$ cat src/rtl/mtx_pkg.sv
package mtx_pkg;

  localparam int TYPE_W = 3;

  localparam logic [TYPE_W-1:0] MT_UC = 3'd0;
  localparam logic [TYPE_W-1:0] MT_WC = 3'd1;
  localparam logic [TYPE_W-1:0] MT_WT = 3'd2;
  localparam logic [TYPE_W-1:0] MT_WP = 3'd3;
  localparam logic [TYPE_W-1:0] MT_WB = 3'd4;

  localparam logic [1:0] CFG_BASE    = 2'd0;
  localparam logic [1:0] CFG_MASK    = 2'd1;
  localparam logic [1:0] CFG_DEFAULT = 2'd2;

  // strobes handed from control to datapath each cycle
  typedef struct packed {
    logic flushAll;
    logic flushLocal;
    logic fillWr;
  } ctrlStrobe_t;

  // codes above write-back are not defined: treat them as uncacheable
  function automatic logic [TYPE_W-1:0] legalType(input logic [TYPE_W-1:0] t);
    return (t > MT_WB) ? MT_UC : t;
  endfunction

  // lower code is more restrictive, so the merge keeps the lower legal code
  function automatic logic [TYPE_W-1:0] mergeType(input logic [TYPE_W-1:0] a,
                                                  input logic [TYPE_W-1:0] b);
    logic [TYPE_W-1:0] la;
    logic [TYPE_W-1:0] lb;
    la = legalType(a);
    lb = legalType(b);
    return (la < lb) ? la : lb;
  endfunction

endpackage

$ cat src/rtl/mtx_range_file.sv
module mtx_range_file
  import mtx_pkg::*;
#(
  parameter int RANGES = 4,
  parameter int PPN_W  = 24,
  parameter int RIDX_W = $clog2(RANGES)
) (
  input  logic              clk,
  input  logic              rstN,
  input  logic              cfgWe,
  input  logic [RIDX_W-1:0] cfgIdx,
  input  logic [1:0]        cfgField,
  input  logic [PPN_W-1:0]  cfgPage,
  input  logic [TYPE_W-1:0] cfgType,
  input  logic              cfgEn,
  input  logic [PPN_W-1:0]  probePpn,
  output logic [TYPE_W-1:0] rangeType
);

  logic [PPN_W-1:0]  baseReg [RANGES];
  logic [PPN_W-1:0]  maskReg [RANGES];
  logic [TYPE_W-1:0] typeReg [RANGES];
  logic [RANGES-1:0] enReg;
  logic [RANGES-1:0] matchVec;
  logic [TYPE_W-1:0] defType;

  for (genvar r = 0; r < RANGES; r++) begin : g_range
    logic selThis;
    assign selThis = cfgWe && (cfgIdx == RIDX_W'(r));

    always_ff @(posedge clk or negedge rstN) begin
      if (!rstN) begin
        baseReg[r] <= '0;
        maskReg[r] <= '0;
        typeReg[r] <= MT_UC;
        enReg[r]   <= 1'b0;
      end else if (selThis) begin
        if (cfgField == CFG_BASE) begin
          baseReg[r] <= cfgPage;
          typeReg[r] <= cfgType;
        end else if (cfgField == CFG_MASK) begin
          maskReg[r] <= cfgPage;
          enReg[r]   <= cfgEn;
        end
      end
    end

    assign matchVec[r] = enReg[r] &&
                         ((probePpn & maskReg[r]) == (baseReg[r] & maskReg[r]));
  end

  always_ff @(posedge clk or negedge rstN) begin
    if (!rstN) begin
      defType <= MT_UC;
    end else if (cfgWe && (cfgField == CFG_DEFAULT)) begin
      defType <= cfgType;
    end
  end

  always_comb begin
    logic [TYPE_W-1:0] acc;
    acc = MT_WB;
    for (int r = 0; r < RANGES; r++) begin
      if (matchVec[r]) acc = mergeType(acc, typeReg[r]);
    end
    rangeType = (|matchVec) ? acc : legalType(defType);
  end

endmodule

$ cat src/rtl/mtx_entry_array.sv
module mtx_entry_array
  import mtx_pkg::*;
#(
  parameter int ENTRIES = 8,
  parameter int VPN_W   = 20,
  parameter int PPN_W   = 24,
  parameter int IDX_W   = $clog2(ENTRIES)
) (
  input  logic              clk,
  input  logic              rstN,
  input  ctrlStrobe_t       strobe,
  input  logic [IDX_W-1:0]  fillIdx,
  input  logic [VPN_W-1:0]  fillVpn,
  input  logic [PPN_W-1:0]  fillPpn,
  input  logic [TYPE_W-1:0] fillType,
  input  logic              fillGlobal,
  output logic              fillHitAny,
  output logic [IDX_W-1:0]  fillHitIdx,
  input  logic              lkValid,
  input  logic [VPN_W-1:0]  lkVpn,
  output logic              lkHit,
  output logic              lkMiss,
  output logic [PPN_W-1:0]  lkPpn,
  output logic [TYPE_W-1:0] lkType
);

  logic [ENTRIES-1:0] validVec;
  logic [ENTRIES-1:0] globVec;
  logic [VPN_W-1:0]   eVpn  [ENTRIES];
  logic [PPN_W-1:0]   ePpn  [ENTRIES];
  logic [TYPE_W-1:0]  eType [ENTRIES];
  logic [ENTRIES-1:0] lkMatch;
  logic [ENTRIES-1:0] fillMatch;

  for (genvar e = 0; e < ENTRIES; e++) begin : g_entry
    logic writeThis;
    assign writeThis = strobe.fillWr && (fillIdx == IDX_W'(e));

    always_ff @(posedge clk or negedge rstN) begin
      if (!rstN) begin
        validVec[e] <= 1'b0;
        globVec[e]  <= 1'b0;
        eVpn[e]     <= '0;
        ePpn[e]     <= '0;
        eType[e]    <= MT_UC;
      end else if (strobe.flushAll) begin
        validVec[e] <= 1'b0;
      end else begin
        if (strobe.flushLocal && !globVec[e]) validVec[e] <= 1'b0;
        // a fill in the same cycle lands after the local invalidate
        if (writeThis) begin
          validVec[e] <= 1'b1;
          globVec[e]  <= fillGlobal;
          eVpn[e]     <= fillVpn;
          ePpn[e]     <= fillPpn;
          eType[e]    <= fillType;
        end
      end
    end

    assign lkMatch[e]   = validVec[e] && (eVpn[e] == lkVpn);
    assign fillMatch[e] = validVec[e] && (eVpn[e] == fillVpn);
  end

  always_comb begin
    fillHitIdx = '0;
    for (int i = 0; i < ENTRIES; i++) begin
      if (fillMatch[i]) fillHitIdx = IDX_W'(i);
    end
  end
  assign fillHitAny = |fillMatch;

  logic [PPN_W-1:0]  selPpn;
  logic [TYPE_W-1:0] selType;
  always_comb begin
    selPpn  = '0;
    selType = '0;
    for (int i = 0; i < ENTRIES; i++) begin
      if (lkMatch[i]) begin
        selPpn  = selPpn | ePpn[i];
        selType = selType | eType[i];
      end
    end
  end

  always_ff @(posedge clk or negedge rstN) begin
    if (!rstN) begin
      lkHit  <= 1'b0;
      lkMiss <= 1'b0;
      lkPpn  <= '0;
      lkType <= '0;
    end else begin
      lkHit  <= lkValid && (|lkMatch);
      lkMiss <= lkValid && !(|lkMatch);
      lkPpn  <= (lkValid && (|lkMatch)) ? selPpn : '0;
      lkType <= (lkValid && (|lkMatch)) ? selType : '0;
    end
  end

  // a range write leaves no valid entry behind
  a_r5_flush_all: assert property (@(posedge clk) disable iff (!rstN)
    strobe.flushAll |=> (validVec == '0));

  // local invalidate keeps global entries and drops the rest
  a_r6_keep_global: assert property (@(posedge clk) disable iff (!rstN)
    (strobe.flushLocal && !strobe.fillWr) |=>
      ((validVec & globVec) == $past(validVec & globVec)));

  a_r6_drop_local: assert property (@(posedge clk) disable iff (!rstN)
    (strobe.flushLocal && !strobe.fillWr) |=> ((validVec & ~globVec) == '0));

  // refill in place keeps virtual pages unique
  a_r8_unique_vpn: assert property (@(posedge clk) disable iff (!rstN)
    $onehot0(lkMatch));

  // exactly one response per lookup, none otherwise
  a_r4_one_response: assert property (@(posedge clk) disable iff (!rstN)
    lkValid |=> (lkHit ^ lkMiss));

  a_r4_quiet: assert property (@(posedge clk) disable iff (!rstN)
    !lkValid |=> (!lkHit && !lkMiss));

  // a stored type is always a defined code
  a_r2_legal_type: assert property (@(posedge clk) disable iff (!rstN)
    lkHit |-> (lkType <= MT_WB));

endmodule

$ cat src/rtl/mtx_datapath.sv
module mtx_datapath
  import mtx_pkg::*;
#(
  parameter int ENTRIES = 8,
  parameter int RANGES  = 4,
  parameter int VPN_W   = 20,
  parameter int PPN_W   = 24,
  parameter int IDX_W   = $clog2(ENTRIES),
  parameter int RIDX_W  = $clog2(RANGES)
) (
  input  logic              clk,
  input  logic              rstN,
  input  ctrlStrobe_t       strobe,
  input  logic [IDX_W-1:0]  fillIdx,
  input  logic              cfgWe,
  input  logic [RIDX_W-1:0] cfgIdx,
  input  logic [1:0]        cfgField,
  input  logic [PPN_W-1:0]  cfgPage,
  input  logic [TYPE_W-1:0] cfgType,
  input  logic              cfgEn,
  input  logic [VPN_W-1:0]  fillVpn,
  input  logic [PPN_W-1:0]  fillPpn,
  input  logic [TYPE_W-1:0] fillAttr,
  input  logic              fillGlobal,
  output logic              fillHitAny,
  output logic [IDX_W-1:0]  fillHitIdx,
  input  logic              lkValid,
  input  logic [VPN_W-1:0]  lkVpn,
  output logic              lkHit,
  output logic              lkMiss,
  output logic [PPN_W-1:0]  lkPpn,
  output logic [TYPE_W-1:0] lkType
);

  logic [TYPE_W-1:0] rangeType;
  logic [TYPE_W-1:0] fillType;

  mtx_range_file #(
    .RANGES (RANGES),
    .PPN_W  (PPN_W),
    .RIDX_W (RIDX_W)
  ) u_ranges (
    .clk       (clk),
    .rstN      (rstN),
    .cfgWe     (cfgWe),
    .cfgIdx    (cfgIdx),
    .cfgField  (cfgField),
    .cfgPage   (cfgPage),
    .cfgType   (cfgType),
    .cfgEn     (cfgEn),
    .probePpn  (fillPpn),
    .rangeType (rangeType)
  );

  // resolved once here; lookups only ever see the stored result
  assign fillType = mergeType(rangeType, fillAttr);

  mtx_entry_array #(
    .ENTRIES (ENTRIES),
    .VPN_W   (VPN_W),
    .PPN_W   (PPN_W),
    .IDX_W   (IDX_W)
  ) u_entries (
    .clk        (clk),
    .rstN       (rstN),
    .strobe     (strobe),
    .fillIdx    (fillIdx),
    .fillVpn    (fillVpn),
    .fillPpn    (fillPpn),
    .fillType   (fillType),
    .fillGlobal (fillGlobal),
    .fillHitAny (fillHitAny),
    .fillHitIdx (fillHitIdx),
    .lkValid    (lkValid),
    .lkVpn      (lkVpn),
    .lkHit      (lkHit),
    .lkMiss     (lkMiss),
    .lkPpn      (lkPpn),
    .lkType     (lkType)
  );

  // a stored type is never looser than the page attribute
  a_r2_not_looser: assert property (@(posedge clk) disable iff (!rstN)
    strobe.fillWr |-> (fillType <= legalType(fillAttr)));

endmodule

$ cat src/rtl/mtx_ctrl.sv
module mtx_ctrl
  import mtx_pkg::*;
#(
  parameter int ENTRIES = 8,
  parameter int IDX_W   = $clog2(ENTRIES)
) (
  input  logic             clk,
  input  logic             rstN,
  input  logic             cfgWe,
  input  logic             fillValid,
  input  logic             invNonGlobal,
  input  logic             fillHitAny,
  input  logic [IDX_W-1:0] fillHitIdx,
  output ctrlStrobe_t      strobe,
  output logic [IDX_W-1:0] fillIdx
);

  localparam logic [IDX_W-1:0] LAST_IDX = IDX_W'(ENTRIES - 1);

  logic [IDX_W-1:0] rrPtr;
  logic             allocNew;

  // a range write wins the cycle: a fill resolved against old ranges is dropped
  always_comb begin
    strobe.flushAll   = cfgWe;
    strobe.flushLocal = invNonGlobal && !cfgWe;
    strobe.fillWr     = fillValid && !cfgWe;
  end

  assign allocNew = strobe.fillWr && !fillHitAny;
  assign fillIdx  = fillHitAny ? fillHitIdx : rrPtr;

  always_ff @(posedge clk or negedge rstN) begin
    if (!rstN) begin
      rrPtr <= '0;
    end else if (allocNew) begin
      rrPtr <= (rrPtr == LAST_IDX) ? '0 : rrPtr + 1'b1;
    end
  end

  // each new allocation moves the pointer one step with wrap
  a_r7_ptr_step: assert property (@(posedge clk) disable iff (!rstN)
    (fillValid && !cfgWe && !fillHitAny) |=>
      (rrPtr == (($past(rrPtr) == LAST_IDX) ? '0 : $past(rrPtr) + 1'b1)));

  // a refill in place or a dropped fill leaves the pointer alone
  a_r8_ptr_hold: assert property (@(posedge clk) disable iff (!rstN)
    (!fillValid || cfgWe || fillHitAny) |=> $stable(rrPtr));

endmodule

$ cat src/rtl/mtx_xlat_top.sv
module mtx_xlat_top
  import mtx_pkg::*;
#(
  parameter int ENTRIES = 8,
  parameter int RANGES  = 4,
  parameter int VPN_W   = 20,
  parameter int PPN_W   = 24,
  localparam int IDX_W  = $clog2(ENTRIES),
  localparam int RIDX_W = $clog2(RANGES)
) (
  input  logic              clk,
  input  logic              rstN,
  input  logic              cfgWe,
  input  logic [RIDX_W-1:0] cfgIdx,
  input  logic [1:0]        cfgField,
  input  logic [PPN_W-1:0]  cfgPage,
  input  logic [2:0]        cfgType,
  input  logic              cfgEn,
  input  logic              fillValid,
  input  logic [VPN_W-1:0]  fillVpn,
  input  logic [PPN_W-1:0]  fillPpn,
  input  logic [2:0]        fillAttr,
  input  logic              fillGlobal,
  input  logic              invNonGlobal,
  input  logic              lkValid,
  input  logic [VPN_W-1:0]  lkVpn,
  output logic              lkHit,
  output logic              lkMiss,
  output logic [PPN_W-1:0]  lkPpn,
  output logic [2:0]        lkType
);

  ctrlStrobe_t      strobe;
  logic [IDX_W-1:0] fillIdx;
  logic             fillHitAny;
  logic [IDX_W-1:0] fillHitIdx;

  mtx_ctrl #(
    .ENTRIES (ENTRIES),
    .IDX_W   (IDX_W)
  ) u_ctrl (
    .clk          (clk),
    .rstN         (rstN),
    .cfgWe        (cfgWe),
    .fillValid    (fillValid),
    .invNonGlobal (invNonGlobal),
    .fillHitAny   (fillHitAny),
    .fillHitIdx   (fillHitIdx),
    .strobe       (strobe),
    .fillIdx      (fillIdx)
  );

  mtx_datapath #(
    .ENTRIES (ENTRIES),
    .RANGES  (RANGES),
    .VPN_W   (VPN_W),
    .PPN_W   (PPN_W),
    .IDX_W   (IDX_W),
    .RIDX_W  (RIDX_W)
  ) u_dp (
    .clk        (clk),
    .rstN       (rstN),
    .strobe     (strobe),
    .fillIdx    (fillIdx),
    .cfgWe      (cfgWe),
    .cfgIdx     (cfgIdx),
    .cfgField   (cfgField),
    .cfgPage    (cfgPage),
    .cfgType    (cfgType),
    .cfgEn      (cfgEn),
    .fillVpn    (fillVpn),
    .fillPpn    (fillPpn),
    .fillAttr   (fillAttr),
    .fillGlobal (fillGlobal),
    .fillHitAny (fillHitAny),
    .fillHitIdx (fillHitIdx),
    .lkValid    (lkValid),
    .lkVpn      (lkVpn),
    .lkHit      (lkHit),
    .lkMiss     (lkMiss),
    .lkPpn      (lkPpn),
    .lkType     (lkType)
  );

endmodule

$ cat config.mk
export PLATFORM = sky130hd
export DESIGN_NAME = mtx_xlat_top
export DESIGN_NICKNAME = d
export VERILOG_FILES = /design/src/rtl/mtx_pkg.sv /design/src/rtl/mtx_range_file.sv /design/src/rtl/mtx_entry_array.sv /design/src/rtl/mtx_datapath.sv /design/src/rtl/mtx_ctrl.sv /design/src/rtl/mtx_xlat_top.sv
export SDC_FILE = /design/constraint.sdc
export NUM_CORES = 1
export LEC_CHECK = 0
export ABC_AREA = 1
export BUFFER_PORTS_ARGS = -buffer_cell sky130_fd_sc_hd__buf_2
export CORE_MARGIN = 4
export CORE_UTILIZATION = 55
export CTS_CLUSTER_SIZE = 14
export DETAILED_ROUTE_END_ITERATION = 8
export PLACE_DENSITY = 0.74
export SYNTH_ARGS = -nofsm -noshare
export SYNTH_HDL_FRONTEND = slang
export SYNTH_SLANG_ARGS = --single-unit
$ cat constraint.sdc
create_clock -name clk -period 6.6 [get_ports clk]
set_input_delay 1.98 -clock clk [delete_from_list [all_inputs] [get_ports clk]]
set_output_delay 1.98 -clock clk [all_outputs]
set_load 0.05 [all_outputs]
**Word-level counts from Yosys, hierarchy flattened**

Index checks and enable logic that the tools add are counted.

- Flip-flop bits (word level): 635
- Bits of input ports: 106
- Output and inout port bits: 29
- Word-level logic and storage cells: 293

- Add/sub/neg operators: 1
- $lt $le $gt $ge: 15
- Equality and inequality tests: 33
- Multiplexer cells: 71
- Bitwise gates (word level): 24
- Reduce and logical (&&, ||, !) cells: 87

Operator list:

| kind | count |
|---|---|
| $eq 20x20->1 | 16 |
| $mux 24 | 9 |
| $and 24x24->24 | 8 |
| $or 24x24->24 | 7 |
| $mux 3 | 37 |
| $eq 24x24->1 | 4 |
| $logic_and 1x1->1 | 46 |
| $gt 3x3->1 const B | 10 |
| $mux 1 | 25 |
| $reduce_and 2->1 | 12 |
| $reduce_bool 3->1 | 8 |
| $or 3x3->3 | 7 |
| $reduce_or 8->1 | 2 |
| $eq 3x3->1 const B | 5 |
| $lt 3x3->1 | 4 |
| $reduce_and 3->1 | 4 |
| $logic_not 1->1 | 11 |
| $eq 2x2->1 const B | 3 |
| $eq 3x2->1 const B | 2 |
| $eq 2x1->1 const B | 2 |
| $logic_not 2->1 | 2 |
| $reduce_or 4->1 | 1 |
| $add 3x1->3 const B | 1 |
| $eq 3x1->1 const B | 1 |
| other kinds (3) | 4 |

**Depth between registers and ports, before layout**

- Depth in word-level cells: 25
- Mapped depth: 50
- Depth with buffers taken out: 49

**By module**

From an unflattened synthesis, not the netlist that was laid out.

- Cell total of the unflattened synthesis: 4470
- Area total of the unflattened synthesis: 32743.9 um^2

By module, submodules not included:

| module | times used | cells each | area each (um^2) | sequential area each (um^2) |
|---|---|---|---|---|
| mtx_entry_array | 1 | 3172 | 22391.5 | 10535.1 |
| mtx_range_file | 1 | 1232 | 9960.8 | 5280.1 |
| mtx_ctrl | 1 | 33 | 219.0 | 75.1 |
| mtx_datapath | 1 | 33 | 172.7 | 0.0 |

**Least setup slack after synthesis**

OpenSTA, ideal clock, no wires.

- Path kind: input-to-reg
- Start: in fillPpn[0]
- End: reg u_dp.u_entries.eType[11] (netlist name)
- Setup time: 0.117 ns
- Arrival: 7.139 ns
- Required time: 6.483 ns
- Path slack: -0.656 ns
- Stages on the path: 43
- Buffers on the path: 2
- Path through: buf_4 > inv_4 > nand2_2 > nand3_1 > and2_1 > nand4_1 > nor3_2 > nand2_1 > nor3_1 > ha_1 > nand2_1 > inv_1 > nand2_1 > nand2_2 > nand2_2 > nand2_2 > nand2_1 > inv_1 > [... 7 more ...] > nand2_1 > nor3_1 > ha_1 > a21oi_1 > nand2_1 > nand2_1 > nand3_2 > nand2_2 > nand2_1 > nand2_1 > nor2_2 > ha_1 > a21oi_1 > or2_2 > clkbuf_1 > nand3_1 > o21ai_1 > inv_1

- Cells in the longest elaborated chain, start to end: 24
- Elaborated cells between the ends (all ways): 34
- Those cells by class: 8 x order compare; 4 x eq/ne; 13 x mux; 4 x bitwise; 5 x reduce/logical

Ends and longest elaborated chain:

| element | RTL line | source |
|---|---|---|
| start: declaration | mtx_xlat_top.sv:21 | `input logic [PPN_W-1:0] fillPpn,` |
| $and 24x24->24 | mtx_range_file.sv:49 | `((probePpn & maskReg[r]) == (baseReg[r] & maskReg[r]));` |
| $eq 24x24->1 | mtx_range_file.sv:49 |  |
| $logic_and 1x1->1 | mtx_range_file.sv:48 | `assign matchVec[r] = enReg[r] &&` |
| $mux 3 | mtx_range_file.sv:64 | `if (matchVec[r]) acc = mergeType(acc, typeReg[r]);` |
| $gt 3x3->1 | mtx_pkg.sv:24 | `return (t > MT_WB) ? MT_UC : t;` |
| $mux 3 | mtx_pkg.sv:24 |  |
| $lt 3x3->1 | mtx_pkg.sv:34 | `return (la < lb) ? la : lb;` |
| $mux 3 | mtx_pkg.sv:34 |  |
| [... 8 more ...] | -- |  |
| $lt 3x3->1 | mtx_pkg.sv:34 |  |
| $mux 3 | mtx_pkg.sv:34 |  |
| $mux 3 | mtx_range_file.sv:64 |  |
| $mux 3 (*) | mtx_range_file.sv:66 | `rangeType = (\|matchVec) ? acc : legalType(defType);` |
| $gt 3x3->1 | mtx_pkg.sv:24 |  |
| $mux 3 (*) | mtx_pkg.sv:24 |  |
| $lt 3x3->1 | mtx_pkg.sv:34 |  |
| $mux 3 (*) | mtx_pkg.sv:34 |  |
| end signal: indexed assignment | mtx_entry_array.sv:56 | `eType[e] <= fillType;` |
| end: declaration | mtx_entry_array.sv:31 | `logic [TYPE_W-1:0] eType [ENTRIES];` |

Every way passes the cells marked *; elsewhere a longest branch is shown, timed or not.
A chain may end at the register's enable or synchronous reset.

**Worst setup path in the final report**

- Start: in fillPpn[22]
- End: reg u_dp.u_entries.eType[22] (netlist name)

The elaborated chain is that of the path after synthesis.

==> impl_metrics.py <==
metrics = {
    "clock_network": {
        "cts_buffers": 68,
        "ctsLongestPathBuffers": 3,
        "htree_num_levels": 3,
        "clock_sinks": 635,
        "clk_pin_slew_ns": 0.06,
        "cts_root_buf": "clkbuf_16",
        "clk_latency_ns": 0.62,
        "cts_tree": "yes",
    },
    "logic_synthesis": {
        "yosys.area.top_type": "dfrtp_1",
        "ys_seq_elements": 635,
        "synthTopCellsByArea": "dfrtp_1 (51%), nand2_1 (11%), o21ai_0 (10%), inv_1 (6.2%), o22ai_1 (4.4%)",
        "syn_area_per_cell_um2": 8.08,
        "synth-main-ff-cell": "dfrtp_1",
        "synth_edf_count": 0,
        "synth_nets": 3985,
        "yosysMostFrequentCell": "nand2_1",
        "yosysUniqueCellTypes": 54,
        "synthArstFlopShare_pct": 100,
        "synth_warnings": 0,
        "yosysTopAreaCellShare_pct": 50.9,
        "synth.cell_area_um2": 31200,
        "synthCells": 3866,
        "synthTopCellsByCount": "nand2_1 (892), dfrtp_1 (635), o21ai_0 (630)",
        "synth.yosys.seq_area_share_pct": 50.9,
    },
    "grt": {
        "overflow": 0,
        "grt_pass1_wl_um": 166000,
        "antenna_found_initial": 4,
        "grt_max_degree": 165,
        "grt_pass1_vias": 27600,
        "track_usage_pct": 36.0,
    },
    "place": {
        "dp_hpwl_um": 72900,
        "gp_congestion": 1.02,
        "io_buffers": 134,
    },
    "power_and_ir_drop": {
        "pwr-share-seq_pct": 46.2,
        "clkPwrFrac_pct": 27.8,
        "peakVddDrop_v": 0.000226,
        "power_switching_mw": 4.87,
        "power_density_nw_per_um2": 381,
        "p_int_mw": 8.87,
        "leakage_nw": 17.4,
        "total_power_mw": 13.7,
        "swShare_pct": 35.4,
        "pwr-share-comb_pct": 26.0,
    },
    "detailed_routing": {
        "route.met2.wl_um": 48900,
        "drcViolationCount": 0,
        "dr_total_vias": 28700,
        "viasPerCell": 5.94,
        "postRouteAntennaNets": 0,
        "highest_layer": "met5",
        "met1_length_um": 42300,
        "wl_um": 109000,
        "dr.pass1.iters": 7,
        "drt_iter0_drc": 3436,
        "route.met3.wl_um": 11000,
        "wl_per_cell_um": 22.7,
    },
    "setup_path": {
        "required_ns": 7.09,
        "cp_top_family": "simple AND/OR/NAND/NOR gates",
        "r2r_cells": 44,
        "cp.depth": 45,
        "worstSetupStartpointType": "input port",
        "startpoint": "fillPpn[22]",
        "critPathMaxFanout": 8,
        "crit_slowest_cell": "nor3_4",
        "path_common_cell": "nand2_2",
        "cp_data_arrival_time_ns": 7.01,
        "r2r-start": "u_dp.u_ranges.baseReg[94]",
        "cpPeakStageDelay_ns": 0.28,
        "end_kind": "flip-flop",
        "crit_type": "in -> reg",
        "crit_buf_inv": 7,
    },
    "sta": {
        "setup_violations": 0,
        "min_period_ns": 6.52,
        "post-route-period-util_pct": 98.8,
        "hold_violations": 0,
        "grt_setup_unrepaired": "yes",
        "drv_slew": 0,
        "skew_ns": 0.0220,
        "slew_headroom_pct": 24.3,
        "worstMarginPinSlew_ns": 1.13,
        "hold_slack_ns": 0.480,
        "max_freq_ghz": 0.153,
    },
    "floorplan": {
        "io_pins": 135,
        "die_y_um": 246,
        "core_area_um2": 56300,
        "chipWidth_um": 246,
        "die-area_um2": 60700,
        "initial_utilization_pct": 55.5,
        "rows": 87,
    },
    "cells_and_area": {
        "drive_gt1_share_pct": 13.3,
        "final_core_utilization_pct": 64.1,
        "synthToLayoutAreaGrowth_pct": 15.4,
        "fin_nets": 4148,
        "fillers": 4851,
    },
    "min_path": {
        "holdPathStages": 2,
        "min_from": "u_dp.u_ranges.maskReg[91]",
        "worstHoldPathType": "reg -> reg",
    },
    "run": {
        "drv_cap": 0,
    },
    "run_status": {
        "status": "completed",
    },
}
==> power by group through the flow <==
stage	Clock, mW	Combinational [mW]	Sequential (mW)
finish	3.82	3.57	6.35
global route	4.01	4.09	6.47
CTS	3.85	3.45	6.28
detailed placement	0	3.42	6.33
global placement	0	3.32	6.30
floorplan	0	2.49	6.00
==> routing by layer <==
| metal | global-route usage [%] | vias to the layer above |
|---|---|---|
| met5 | 0 | - |
| met1 | 47.1 | 13600 |
| met4 | 19.8 | 6 |
| met2 | 55.7 | 1570 |
| met3 | 8.63 | 436 |
| li1 | - | 13100 |
==> path summary, 6_finish.rpt <==
| path | slack [ns] | end |
|---|---|---|
| worst min-delay path | 0.48 | u_dp.u_ranges.maskReg[91] |
| worst max-delay path | 0.08 | u_dp.u_entries.eType[22] |
| max in group asynchronous | 3.88 | u_dp.u_ranges.maskReg[86] |
| worst min register to register | 0.48 | u_dp.u_ranges.maskReg[91] |
| worst max register to register | 1.06 | u_dp.u_entries.eType[22] |
| min in group asynchronous | 1.35 | u_dp.u_entries.lkMiss |
==> state kept, by name (all words and copies together), names as in the netlist, 3 cells and up <==
register / count
u_dp.u_entries.ePpn: 192
u_dp.u_entries.eVpn: 160
u_dp.u_ranges.baseReg: 96
u_dp.u_ranges.maskReg: 96
u_dp.u_entries.eType: 24
u_dp.u_entries.lkPpn: 24
u_dp.u_ranges.typeReg: 12
u_dp.u_entries.globVec: 8
u_dp.u_entries.validVec: 8
u_dp.u_ranges.enReg: 4
u_ctrl.rrPtr: 3
u_dp.u_entries.lkType: 3
u_dp.u_ranges.defType: 3
==> logic make-up after synthesis <==
kind of cell	synth area share [%]
AOI/OAI and AO/OA	18.7
xor gates and xnor gates	2.33
adders and majority gates	0.521
buffers and inverters	9.73
DFF	50.9
and+or+nand+nor	17.9
==> worst register-to-register path: cells and delay by family (launching register included) <==
family | cells | cell delay [ns]
buffers and inverters | 6 | 0.49
and+or+nand+nor | 31 | 3.14
DFF | 1 | 0.42
adders and majority gates | 4 | 0.99
AOI/OAI and AO/OA | 3 | 0.43
==> area by class of cell <==
class                           instances  area, µm²  share of cell area [%]
Clock inverter                         18        195                   0.541
Sequential cell                       635      15900                    44.1
Inverter                              548       2090                    5.79
Multi-Input combinational cell       2471      12800                    35.4
Antenna cell                            2       5.00                  0.0139
Tap cell                              756        946                    2.62
Timing Repair Buffer                  305       2150                    5.95
Clock buffer                           97       2010                    5.58
==> cell usage in the layout (no fill, tap or decap), types with 6 or more instances in the layout <==
cell type	n
clkinv_1	14
buf_12	13
clkbuf_1	10
o2111ai_1	15
a21oi_1	74
or2_2	9
o21ai_1	21
nand3_1	59
nand2_4	7
dfrtp_1	635
a21boi_0	10
clkbuf_8	18
a221oi_1	23
ha_1	10
buf_2	130
xnor2_1	22
nand2_1	867
o22ai_1	222
clkbuf_16	69
nor4_1	66
nand3_4	6
nor3_1	12
nor2_1	171
nand2_2	30
o21ai_0	630
inv_1	512
inv_2	13
a211oi_1	13
clkinv_2	13
nand4_1	43
buf_4	158
nand3_2	27
xor2_1	61
a2111oi_0	9
==> through the flow <==
stage / setup TNS [ns] / area, µm² / instances / setup WS, ns
after floorplan: -0.228 / 31400 / 3866 / -0.0308
after global placement: -10.75 / 33500 / 4705 / -0.482
after detailed placement: -14.67 / 33500 / 4705 / -0.661
after CTS: 0 / 35700 / 4820 / 0.00498
after global routing: -4.81 / 36100 / 4831 / -0.217
final: 0 / 36100 / 4832 / 0.0788
==> timing repair <==
action | in CTS | in global routing
setup buffers | 0 | 10
endpoints found under the setup margin | 11 | 24
gates resized for setup | 2 | 71
hold buffers | 0 | 0
pin swaps | 1 | 44
hold endpoints to repair | 0 | 0
Note: power is estimated with default switching activity, not from simulation.
